$ cat config.mk
export PLATFORM = sky130hd
export DESIGN_NAME = iq_port_tx
export DESIGN_NICKNAME = d
export VERILOG_FILES = /design/src/rtl/iq_port_tx.sv
export SDC_FILE = /design/constraint.sdc
export NUM_CORES = 1
export LEC_CHECK = 0
export BUFFER_PORTS_ARGS = -buffer_cell sky130_fd_sc_hd__buf_2
export CORE_UTILIZATION = 45
export DETAILED_ROUTE_END_ITERATION = 12
export PLACE_DENSITY_LB_ADDON = 0.2
export SYNTH_ARGS = -nofsm -noshare
export SYNTH_HDL_FRONTEND = slang
export SYNTH_SLANG_ARGS = --single-unit
$ cat constraint.sdc
create_clock -name clk -period 4.4 [get_ports clk]
set_input_delay 0.66 -clock clk [delete_from_list [all_inputs] [get_ports clk]]
set_output_delay 0.66 -clock clk [all_outputs]
set_load 0.01 [all_outputs]
$ cat src/rtl/iq_port_tx.sv
module iq_port_tx #(
  parameter int DATA_W = 16,
  parameter int GAIN_W = 12,
  parameter int CH_W   = 3,
  parameter int DIV_W  = 4
) (
  input  logic              clk,
  input  logic              rst_n,
  input  logic              slave_mode,
  input  logic [DIV_W-1:0]  clk_div,
  input  logic              ext_pclk,
  output logic              port_tick,
  input  logic              smp_valid,
  input  logic [DATA_W-1:0] smp_i,
  input  logic [DATA_W-1:0] smp_q,
  input  logic [GAIN_W-1:0] smp_gain,
  input  logic              smp_gain_en,
  input  logic [CH_W-1:0]   smp_ch,
  input  logic              ack,
  output logic              req,
  output logic [DATA_W-1:0] pdata,
  output logic [CH_W-1:0]   pch,
  output logic              piq,
  output logic              pgain,
  output logic              overflow
);
  localparam int SLOT_W = 2*DATA_W + GAIN_W + 1 + CH_W;
  localparam int CH_LO  = 0;
  localparam int GE_B   = CH_W;
  localparam int G_LO   = CH_W + 1;
  localparam int Q_LO   = G_LO + GAIN_W;
  localparam int I_LO   = Q_LO + DATA_W;

  typedef enum logic [2:0] {S_IDLE, S_REQ, S_I, S_Q, S_G} state_t;
  state_t st;

  logic [DIV_W-1:0]  cnt;
  logic              ext_q;
  logic [SLOT_W-1:0] cur, held, incoming;
  logic              cur_v, held_v;

  wire [DIV_W-1:0] div_m1  = (clk_div == '0) ? '0 : clk_div - 1'b1;
  wire             m_tick  = (cnt >= div_m1);
  assign port_tick = slave_mode ? (ext_pclk & ~ext_q) : m_tick;

  assign incoming = {smp_i, smp_q, smp_gain, smp_gain_en, smp_ch};

  wire cur_ge = cur[GE_B];
  wire fin    = port_tick && ((st == S_Q && !cur_ge) || st == S_G);

  always_ff @(posedge clk) begin
    if (!rst_n) begin
      cnt   <= '0;
      ext_q <= 1'b0;
    end else begin
      cnt   <= m_tick ? '0 : cnt + 1'b1;
      ext_q <= ext_pclk;
    end
  end

  always_ff @(posedge clk) begin
    if (!rst_n) begin
      cur      <= '0;
      held     <= '0;
      cur_v    <= 1'b0;
      held_v   <= 1'b0;
      overflow <= 1'b0;
    end else begin
      overflow <= 1'b0;
      if (fin) begin
        if (held_v) begin
          cur <= held;
          if (smp_valid) held <= incoming;
          else held_v <= 1'b0;
        end else if (smp_valid) begin
          cur <= incoming;
        end else begin
          cur_v <= 1'b0;
        end
      end else if (smp_valid) begin
        if (!cur_v) begin
          cur   <= incoming;
          cur_v <= 1'b1;
        end else if (!held_v) begin
          held   <= incoming;
          held_v <= 1'b1;
        end else begin
          overflow <= 1'b1;
        end
      end
    end
  end

  always_ff @(posedge clk) begin
    if (!rst_n) begin
      st    <= S_IDLE;
      req   <= 1'b0;
      pdata <= '0;
      pch   <= '0;
      piq   <= 1'b0;
      pgain <= 1'b0;
    end else if (fin) begin
      st    <= S_IDLE;
      req   <= 1'b0;
      pdata <= '0;
      pch   <= '0;
      piq   <= 1'b0;
      pgain <= 1'b0;
    end else if (port_tick) begin
      case (st)
        S_IDLE: if (cur_v) begin
          req <= 1'b1;
          st  <= S_REQ;
        end
        S_REQ: if (ack) begin
          pdata <= cur[I_LO +: DATA_W];
          pch   <= cur[CH_LO +: CH_W];
          piq   <= 1'b1;
          st    <= S_I;
        end
        S_I: begin
          pdata <= cur[Q_LO +: DATA_W];
          piq   <= 1'b0;
          st    <= S_Q;
        end
        S_Q: begin
          pdata <= {{(DATA_W-GAIN_W){1'b0}}, cur[G_LO +: GAIN_W]};
          pgain <= 1'b1;
          st    <= S_G;
        end
        default: st <= S_IDLE;
      endcase
    end
  end

  assert_bus_quiet_R6: assert property (@(posedge clk) disable iff (!rst_n)
    !req |-> (pdata == '0 && !piq && !pgain));

  assert_flags_excl_R5: assert property (@(posedge clk) disable iff (!rst_n)
    !(piq && pgain));

  assert_q_after_i_R4: assert property (@(posedge clk) disable iff (!rst_n)
    (port_tick && piq) |=> (!piq && req));

  assert_hold_between_ticks_R9: assert property (@(posedge clk) disable iff (!rst_n)
    !port_tick |=> ($stable(pdata) && $stable(req) && $stable(piq)));

  assert_no_overflow_R8: assert property (@(posedge clk) disable iff (!rst_n)
    overflow |-> $past(smp_valid));

  assert_req_held_R3: assert property (@(posedge clk) disable iff (!rst_n)
    (req && !piq && !pgain && pdata == '0 && !port_tick) |=> req);
endmodule

==> results of run 1 <==
## flip-flops by register name (all words and copies together), names as in the netlist
signal and cells:
cur 48, held 48, pdata 16, cnt 4
pch 3, st 3, cur_v 1, ext_q 1
held_v 1, overflow 1, pgain 1, piq 1
req 1
## final cells by class
type / count / area (um2) / share of cell area [%]
inverters: 8 / 30.0 / 0.386
flip-flops and latches: 129 / 2580 / 33.2
clock buffers: 26 / 519 / 6.67
repair buffers: 93 / 573 / 7.36
well taps: 184 / 230 / 2.96
clock inverters: 5 / 50.0 / 0.643
multi-input cells: 592 / 3800 / 48.8
## worst max-delay path, stage by stage
cell,delay (ns)
buf_2,0.12
or2_2,0.32
nor2_1,0.11
a21oi_1,0.05
ha_1,0.21
nor3b_1,0.39
o21a_2,0.33
or3_1,0.22
inv_1,0.07
ha_2,0.70
buf_12,0.27
nor2_1,0.09
a32oi_1,0.18
o311ai_1,0.13
## per-stage QoR
| step | instances | hold WS (ns) | area (um2) | setup slack [ns] |
|---|---|---|---|---|
| after floorplan | 819 | 0.430 | 6780 | 0.906 |
| final | 1037 | 0.441 | 7790 | 0.806 |
| after CTS | 1037 | 0.447 | 7790 | 0.846 |
| after global placement | 1006 | 0.437 | 7220 | 0.560 |
| after global routing | 1037 | 0.469 | 7790 | 0.541 |
| after detailed placement | 1006 | 0.439 | 7220 | 0.445 |
## power groups by stage
stage / sequential (mW) / combinational, mW / clock, mW
2_1_floorplan: 1.30 / 0.265 / 0
3_3_place_gp: 1.32 / 0.361 / 0
3_5_place_dp: 1.32 / 0.376 / 0
4_1_cts: 1.30 / 0.380 / 1.37
5_1_grt: 1.31 / 0.423 / 1.44
6_report: 1.30 / 0.384 / 1.35
## synth_stat cells
library cell,count,area (um2)
nor3b_1,2,15.0
nand2b_1,2,12.5
ha_1,6,75.1
nor4_2,1,12.5
and4bb_1,1,12.5
a32oi_1,48,420
a211oi_1,5,37.5
nor3_1,8,40.0
or2_2,1,6.26
nor2_1,67,251
o21ai_0,4,20.0
or3_1,2,12.5
xnor2_1,1,8.76
o31a_1,1,8.76
buf_2,20,100
nand2_1,174,653
o41ai_2,1,16.3
a21boi_0,1,7.51
a21oi_2,21,184
inv_1,7,26.3
buf_4,1,7.51
mux2i_1,63,631
o311ai_1,48,420
inv_2,1,3.75
o21ai_1,2,10.0
buf_6,4,45.0
a31oi_1,1,6.26
nand3_1,6,30.0
nor4b_1,1,8.76
xor2_1,1,8.76
o21a_2,1,8.76
a21oi_1,49,245
nor2_2,1,6.26
dfxtp_1,129,2580
buf_1,1,3.75
and2_1,2,12.5
a21boi_1,1,7.51
o41ai_1,49,429
o211ai_1,15,113
o31ai_1,1,7.51
and3_1,5,31.3
clkbuf_1,64,240
## cell families after synthesis
| kind of cell | count (synthesis) | synth area share, % |
|---|---|---|
| simple gates | 273 | 16.3 |
| compound gates | 248 | 28.6 |
| flops | 129 | 38.1 |
| buf+inv | 98 | 6.29 |
| mux | 63 | 9.30 |
| fa+ha+maj | 6 | 1.11 |
| xor+xnor | 2 | 0.258 |
## worst max path at each step
stage	end	slack (ns)	cells past startpoint
detailed placement	held[31]	0.44	14
floorplan	held[10]	0.91	14
finish	held[32]	0.81	14
global route	held[0]	0.54	14
global placement	held[13]	0.56	14
CTS	held[17]	0.85	14
## layer usage
layer	track usage [%]	vias to the layer above	wire length (um)
met1	33.2	3111	8670
li1	-	3109	-
met5	0	-	0
met3	5.71	14	1190
met2	39.2	208	8850
met4	6.59	0	182
==> summary.txt, run 1 <==
Setup path
  • CP arrival: 3.87 ns
  • Critical R2R Capture: held[32]
  • Critical Path RT: 4.68 ns
  • Worst r2r src: cnt[0]
  • Critical setup path kind: input pin to register
  • Worst setup path start: clk_div[1]
  • Worst-path fanout max: 37
  • R2R setup slack: 1.15 ns
  • Setup crit end kind: register
  • Startpoint types: input pin
  • FF-to-FF path depth: 11

Detailed routing
  • DR iter-0 viols: 677
  • Drt via density: 6.21
  • Detailed Routing Iterations Pass 1: 5
  • Post-route ant nets: 0
  • Vias: 6442
  • Total wire length: 18900 um
  • Wire per inst: 18.2 um
  • Drt drc: 0

Hold path
  • Hold Startpoint: pgain
  • Hold worst-path end: pgain
  • Hold path depth: 2
  • Hold Crit Class: register to register

Power
  • Combinational share of power: 12.7%
  • PD cells: 389 nW/um2
  • Leakage: 2.75 nW
  • Switching Share: 26.0%
  • Peak supply drop: 0.279 mV
  • Power Total: 3.03 mW
  • Seq pwr share: 42.9%
  • Clock Power Share: 44.5%
  • Internal power: 2.24 mW
  • NetSw: 0.788 mW

Yosys
  • Synthesized instance count: 819
  • Syn_area_per_cell: 8.28 um2
  • Post-Syn Nets: 883
  • Sequential area share after synthesis: 38.1%
  • Register bit total from synthesis: 129
  • Ys Warns: 0
  • Cell area after synthesis: 6780 um2
  • Distinct cells, synth: 42

Status
  • Status: finished clean

Clocking
  • Inserted Clock Buffers: 17
  • Clk_lat worst skew: 0.41 ns
  • H-Tree Depth: 4
  • CTS root buf: clkbuf_16
  • Clock transition at path regs: 0.05 ns
  • Clock sinks: 129
  • CTS tree: done
  • Clock buffer depth: 2
  • Post-CTS Setup Bufs: 0
  • CTS resizes: 0
  • # hold bufs at CTS: 0

Layout
  • NumNets Final: 905
  • Most common cell after layout, fill and taps aside: nand2_1
  • Fillers: 1354
  • Final Util: 53.4%
  • Commonest non-fill, non-tap cells in the layout: nand2_1, dfxtp_1, buf_2
  • Layout area overhead: 14.9%
  • Share of layout cells above drive strength 1: 17.8%
  • # diodes: 0

Global route
  • Grt ovf: 0
  • Global-route wire length before repair: 31100 um
  • Vias in the first global route: 6073
  • GR Util All Layers: 24.6%
  • Largest net degree at the start of global routing: 197
  • Antenna violations before repair: 0

STA
  • Fin Setup TNS: 0 ns
  • Final Skew: 0.00476 ns
  • Fmax: 0.278 GHz
  • Max_slew headroom: 43.3%
  • Final setup violating endpoints: 0
  • Slew Limit Fails: 0
  • Final period util: 81.7%
  • RSZ-0062 raised after global routing: no
  • Final hold vios: 0
  • Min Clock Period, post-route: 3.59 ns
  • Worst-Margin Slew: 0.849 ns

Floorplan
  • Num ports: 82
  • Core footprint: 14600 um2
  • Die Ht: 125 um
  • # rows: 44
  • Starting density of the core: 46.5%
  • Die width: 125 um
  • Overall die area: 15600 um2

Placement
  • Post-DP HPWL: 11400 um
  • Input/output buffers: 81
  • GP Congestion: 0.794

Job
  • Max-Cap Viols: 0
Power figures use the tool's default switching activity.
==> inputs of run 2 (changes only) <==
--- a/config.mk
+++ b/config.mk
@@ -5,6 +5,7 @@
 export SDC_FILE = /design/constraint.sdc
 export NUM_CORES = 1
 export LEC_CHECK = 0
+export ABC_AREA = 1
 export BUFFER_PORTS_ARGS = -buffer_cell sky130_fd_sc_hd__buf_2
 export CORE_UTILIZATION = 45
 export DETAILED_ROUTE_END_ITERATION = 12
==> constraint.sdc (replaced) <==
create_clock -name clk -period 3.7 [get_ports clk]
set_input_delay 0.555 -clock clk [delete_from_list [all_inputs] [get_ports clk]]
set_output_delay 0.555 -clock clk [all_outputs]
set_load 0.01 [all_outputs]
==> summary.txt, run 2 <==
Yosys
  • Synthesized instance count: 1043 (was 819)
  • Area leader, netlist: dfxtp_1 (unchanged)
  • Syn_area_per_cell: 6.31 um2 (was 8.28 um2)
  • Synth area leaders: dfxtp_1, nand2_1, nor2_1 (was dfxtp_1, nand2_1, mux2i_1)
  • Synth top cells by count: nand2_1, nor2_1, dfxtp_1 (was nand2_1, dfxtp_1, nor2_1)
  • Ys flop type: dfxtp_1 (unchanged)
  • Post-synth EDFFs: 0 (unchanged)
  • Distinct cells, synth: 27 (was 42)
  • Ys Warns: 0 (unchanged)
  • Asr flop ratio synth: 0% (unchanged)
  • Sequential area share after synthesis: 39.2% (was 38.1%)
  • Post-Syn Nets: 1107 (was 883)
  • Most frequent cell after synthesis: nand2_1 (unchanged)
  • Cell area after synthesis: 6590 um2 (was 6780 um2)
  • Post-synth top area share: 39.2% (was 38.1%)
  • Register bit total from synthesis: 129 (unchanged)

Setup path
  • FF-to-FF path depth: 12 (was 11)
  • CP arrival: 3.13 ns (was 3.87 ns)
  • Worst r2r src: cnt[0] (unchanged)
  • Worst setup path start: clk_div[1] (unchanged)
  • Setup crit end kind: register (unchanged)
  • Worst-path fanout max: 34 (was 37)
  • Critical Path RT: 4.01 ns (was 4.68 ns)
  • Critical setup path kind: input pin to register (unchanged)
  • Startpoint types: input pin (unchanged)

Layout
  • Layout area overhead: 15.8% (was 14.9%)
  • Final Util: 54.1% (was 53.4%)
  • NumNets Final: 1152 (was 905)
  • Most common cell after layout, fill and taps aside: nand2_1 (unchanged)
  • Share of layout cells above drive strength 1: 11.9% (was 17.8%)
  • Fillers: 1456 (was 1354)
  • # diodes: 0 (unchanged)
  • Largest regs: cur: 48 flops, held: 48 flops, pdata: 16 flops (unchanged)
  • Commonest non-fill, non-tap cells in the layout: nand2_1, nor2_1, dfxtp_1 (was nand2_1, dfxtp_1, buf_2)

Power
  • PD cells: 487 nW/um2 (was 389 nW/um2)
  • Peak supply drop: 0.370 mV (was 0.279 mV)
  • Power Total: 3.72 mW (was 3.03 mW)
  • Leakage: 3.55 nW (was 2.75 nW)

Placement
  • GP Congestion: 0.849 (was 0.794)
  • Post-DP HPWL: 10200 um (was 11400 um)
  • DP Worst Slack: 0.482 ns (was 0.445 ns)
  • Input/output buffers: 81 (unchanged)

STA
  • Min Clock Period, post-route: 2.82 ns
  • Worst-Margin Slew: 0.821 ns (was 0.849 ns)
  • Final setup violating endpoints: 0 (unchanged)
  • Slew Limit Fails: 0 (unchanged)
  • Fmax: 0.354 GHz
  • Final Skew: 0.00938 ns (was 0.00476 ns)
  • Hold Slack: 0.341 ns (was 0.441 ns)
  • Fin Setup TNS: 0 ns (unchanged)
  • Max_slew headroom: 45.1% (was 43.3%)
  • Worst Slack Setup Final: 0.878 ns (was 0.806 ns)
  • Final period util: 76.3%
  • RSZ-0062 raised after global routing: no (unchanged)
  • Final hold vios: 0 (unchanged)

Detailed routing
  • Post-route ant nets: 0 (unchanged)
  • Wire per inst: 12.2 um (was 18.2 um)
  • Detailed Routing Iterations Pass 1: 5 (unchanged)
  • Drt via density: 4.87 (was 6.21)
  • Vias: 6229 (was 6442)
  • DR iter-0 viols: 425 (was 677)
  • Total wire length: 15600 um (was 18900 um)
  • Drt drc: 0 (unchanged)

Global route
  • Grt ovf: 0 (unchanged)
  • GR Util All Layers: 21.6% (was 24.6%)
  • Antenna violations before repair: 0 (unchanged)
  • Global-route wire length before repair: 25300 um (was 31100 um)
  • Vias in the first global route: 5146 (was 6073)
  • Largest net degree at the start of global routing: 97 (was 197)

Clocking
  • Clk_lat worst skew: 0.42 ns (was 0.41 ns)
  • Inserted Clock Buffers: 17 (unchanged)
  • CTS tree: done (unchanged)
  • Clock buffer depth: 2 (unchanged)
  • Clock sinks: 129 (unchanged)
  • CTS root buf: clkbuf_16 (unchanged)
  • CTS resizes: 0 (unchanged)
  • Post-CTS Setup Bufs: 0 (unchanged)
  • Clock transition at path regs: 0.05 ns (about the same)
  • H-Tree Depth: 4 (unchanged)
  • # hold bufs at CTS: 0 (unchanged)

Floorplan
  • Num ports: 82 (unchanged)
  • Die Ht: 123 um (was 125 um)
  • Core footprint: 14100 um2 (was 14600 um2)
  • Overall die area: 15100 um2 (was 15600 um2)
  • Die width: 123 um (was 125 um)
  • Starting density of the core: 46.7% (was 46.5%)
  • # rows: 43 (was 44)

Hold path
  • Hold Startpoint: ext_pclk (was pgain)
  • Hold Crit Class: input pin to register (was register to register)
  • Hold path depth: 3 (was 2)

Job
  • Max-Cap Viols: 0 (unchanged)

Status
  • Status: finished clean (unchanged)
==> run 2: cell types whose count changed after synthesis, moves of 16 or more <==
cell,change
a21oi_1,+29
a21oi_2,-21
nand2_1,+101
clkbuf_1,-33
o311ai_1,-48
inv_1,+108
mux2i_1,-63
a32oi_1,-48
nor2_1,+100
o22ai_1,+16
o41ai_1,-49
o21ai_0,+84
nand3_1,+49
==> run 2: final cells by class <==
type	instances	area [um2]	area share, %
Clock inverter	5	75.1	0.984
Multi-Input combinational cell	728	3250	42.6
Timing Repair Buffer	94	541	7.09
Tap cell	180	225	2.95
Sequential cell	129	2580	33.9
Clock buffer	26	509	6.68
Inverter	118	443	5.81
==> run 2: where the power goes <==
group | internal [mW] | switching (mW) | total (mW)
combinational | 0.185 | 0.327 | 0.512
clock | 1.07 | 0.583 | 1.66
sequential | 1.49 | 0.0532 | 1.55
total | 2.75 | 0.963 | 3.72
==> run 2: through the flow <==
| step | instance area (um2) | instances |
|---|---|---|
| 3_3_place_gp | 7040 | 1249 |
| 4_1_cts | 7630 | 1280 |
| 5_1_grt | 7630 | 1280 |
| 3_5_place_dp | 7040 | 1249 |
| 2_1_floorplan | 6590 | 1043 |
| 6_report | 7630 | 1280 |
==> run 2: cell families (layout without fill, tap and decap cells) <==
| logic type | Yosys count | count (layout) | share of synthesized area (%) |
|---|---|---|---|
| adder cells (fa/ha/maj) | 6 | 6 | 1.14 |
| flip-flops | 129 | 129 | 39.2 |
| AND/OR/NAND/NOR | 507 | 507 | 30.3 |
| AO/OA/AOI/OAI | 213 | 213 | 17.3 |
| XOR/XNOR | 2 | 2 | 0.266 |
| buffers and inverters | 186 | 243 | 11.7 |
==> run 2: path summary, 6_finish.rpt <==
check,endpoint,slack (ns)
worst max-delay path,held[10],0.88
worst min-delay path,ext_q,0.34
worst max register to register,held[10],1.23
worst min register to register,pgain,0.44
==> run 2: critical path, cell delays in order <==
cell and delay (ns):
buf_2 0.10, nor2_1 0.16, inv_1 0.07, a21oi_1 0.14, o21ai_0 0.11, ha_1 0.30, nand2_1 0.05, inv_1 0.05
nand2_1 0.06, nand3_1 0.06, nand2_1 0.11, nand2_2 0.16, nand2_2 0.14, o21ai_4 0.33, buf_4 0.44, nand3_1 0.13
nand2_1 0.08, nor2_1 0.05
==> run 2: routing by layer <==
layer | GRT usage, % | vias to the layer above | wire length (um)
met2 | 32.3 | 113 | 6750
met3 | 4.06 | 18 | 671
li1 | - | 3380 | -
met1 | 30.5 | 2718 | 7960
met5 | 0 | - | 0
met4 | 8.21 | 0 | 263
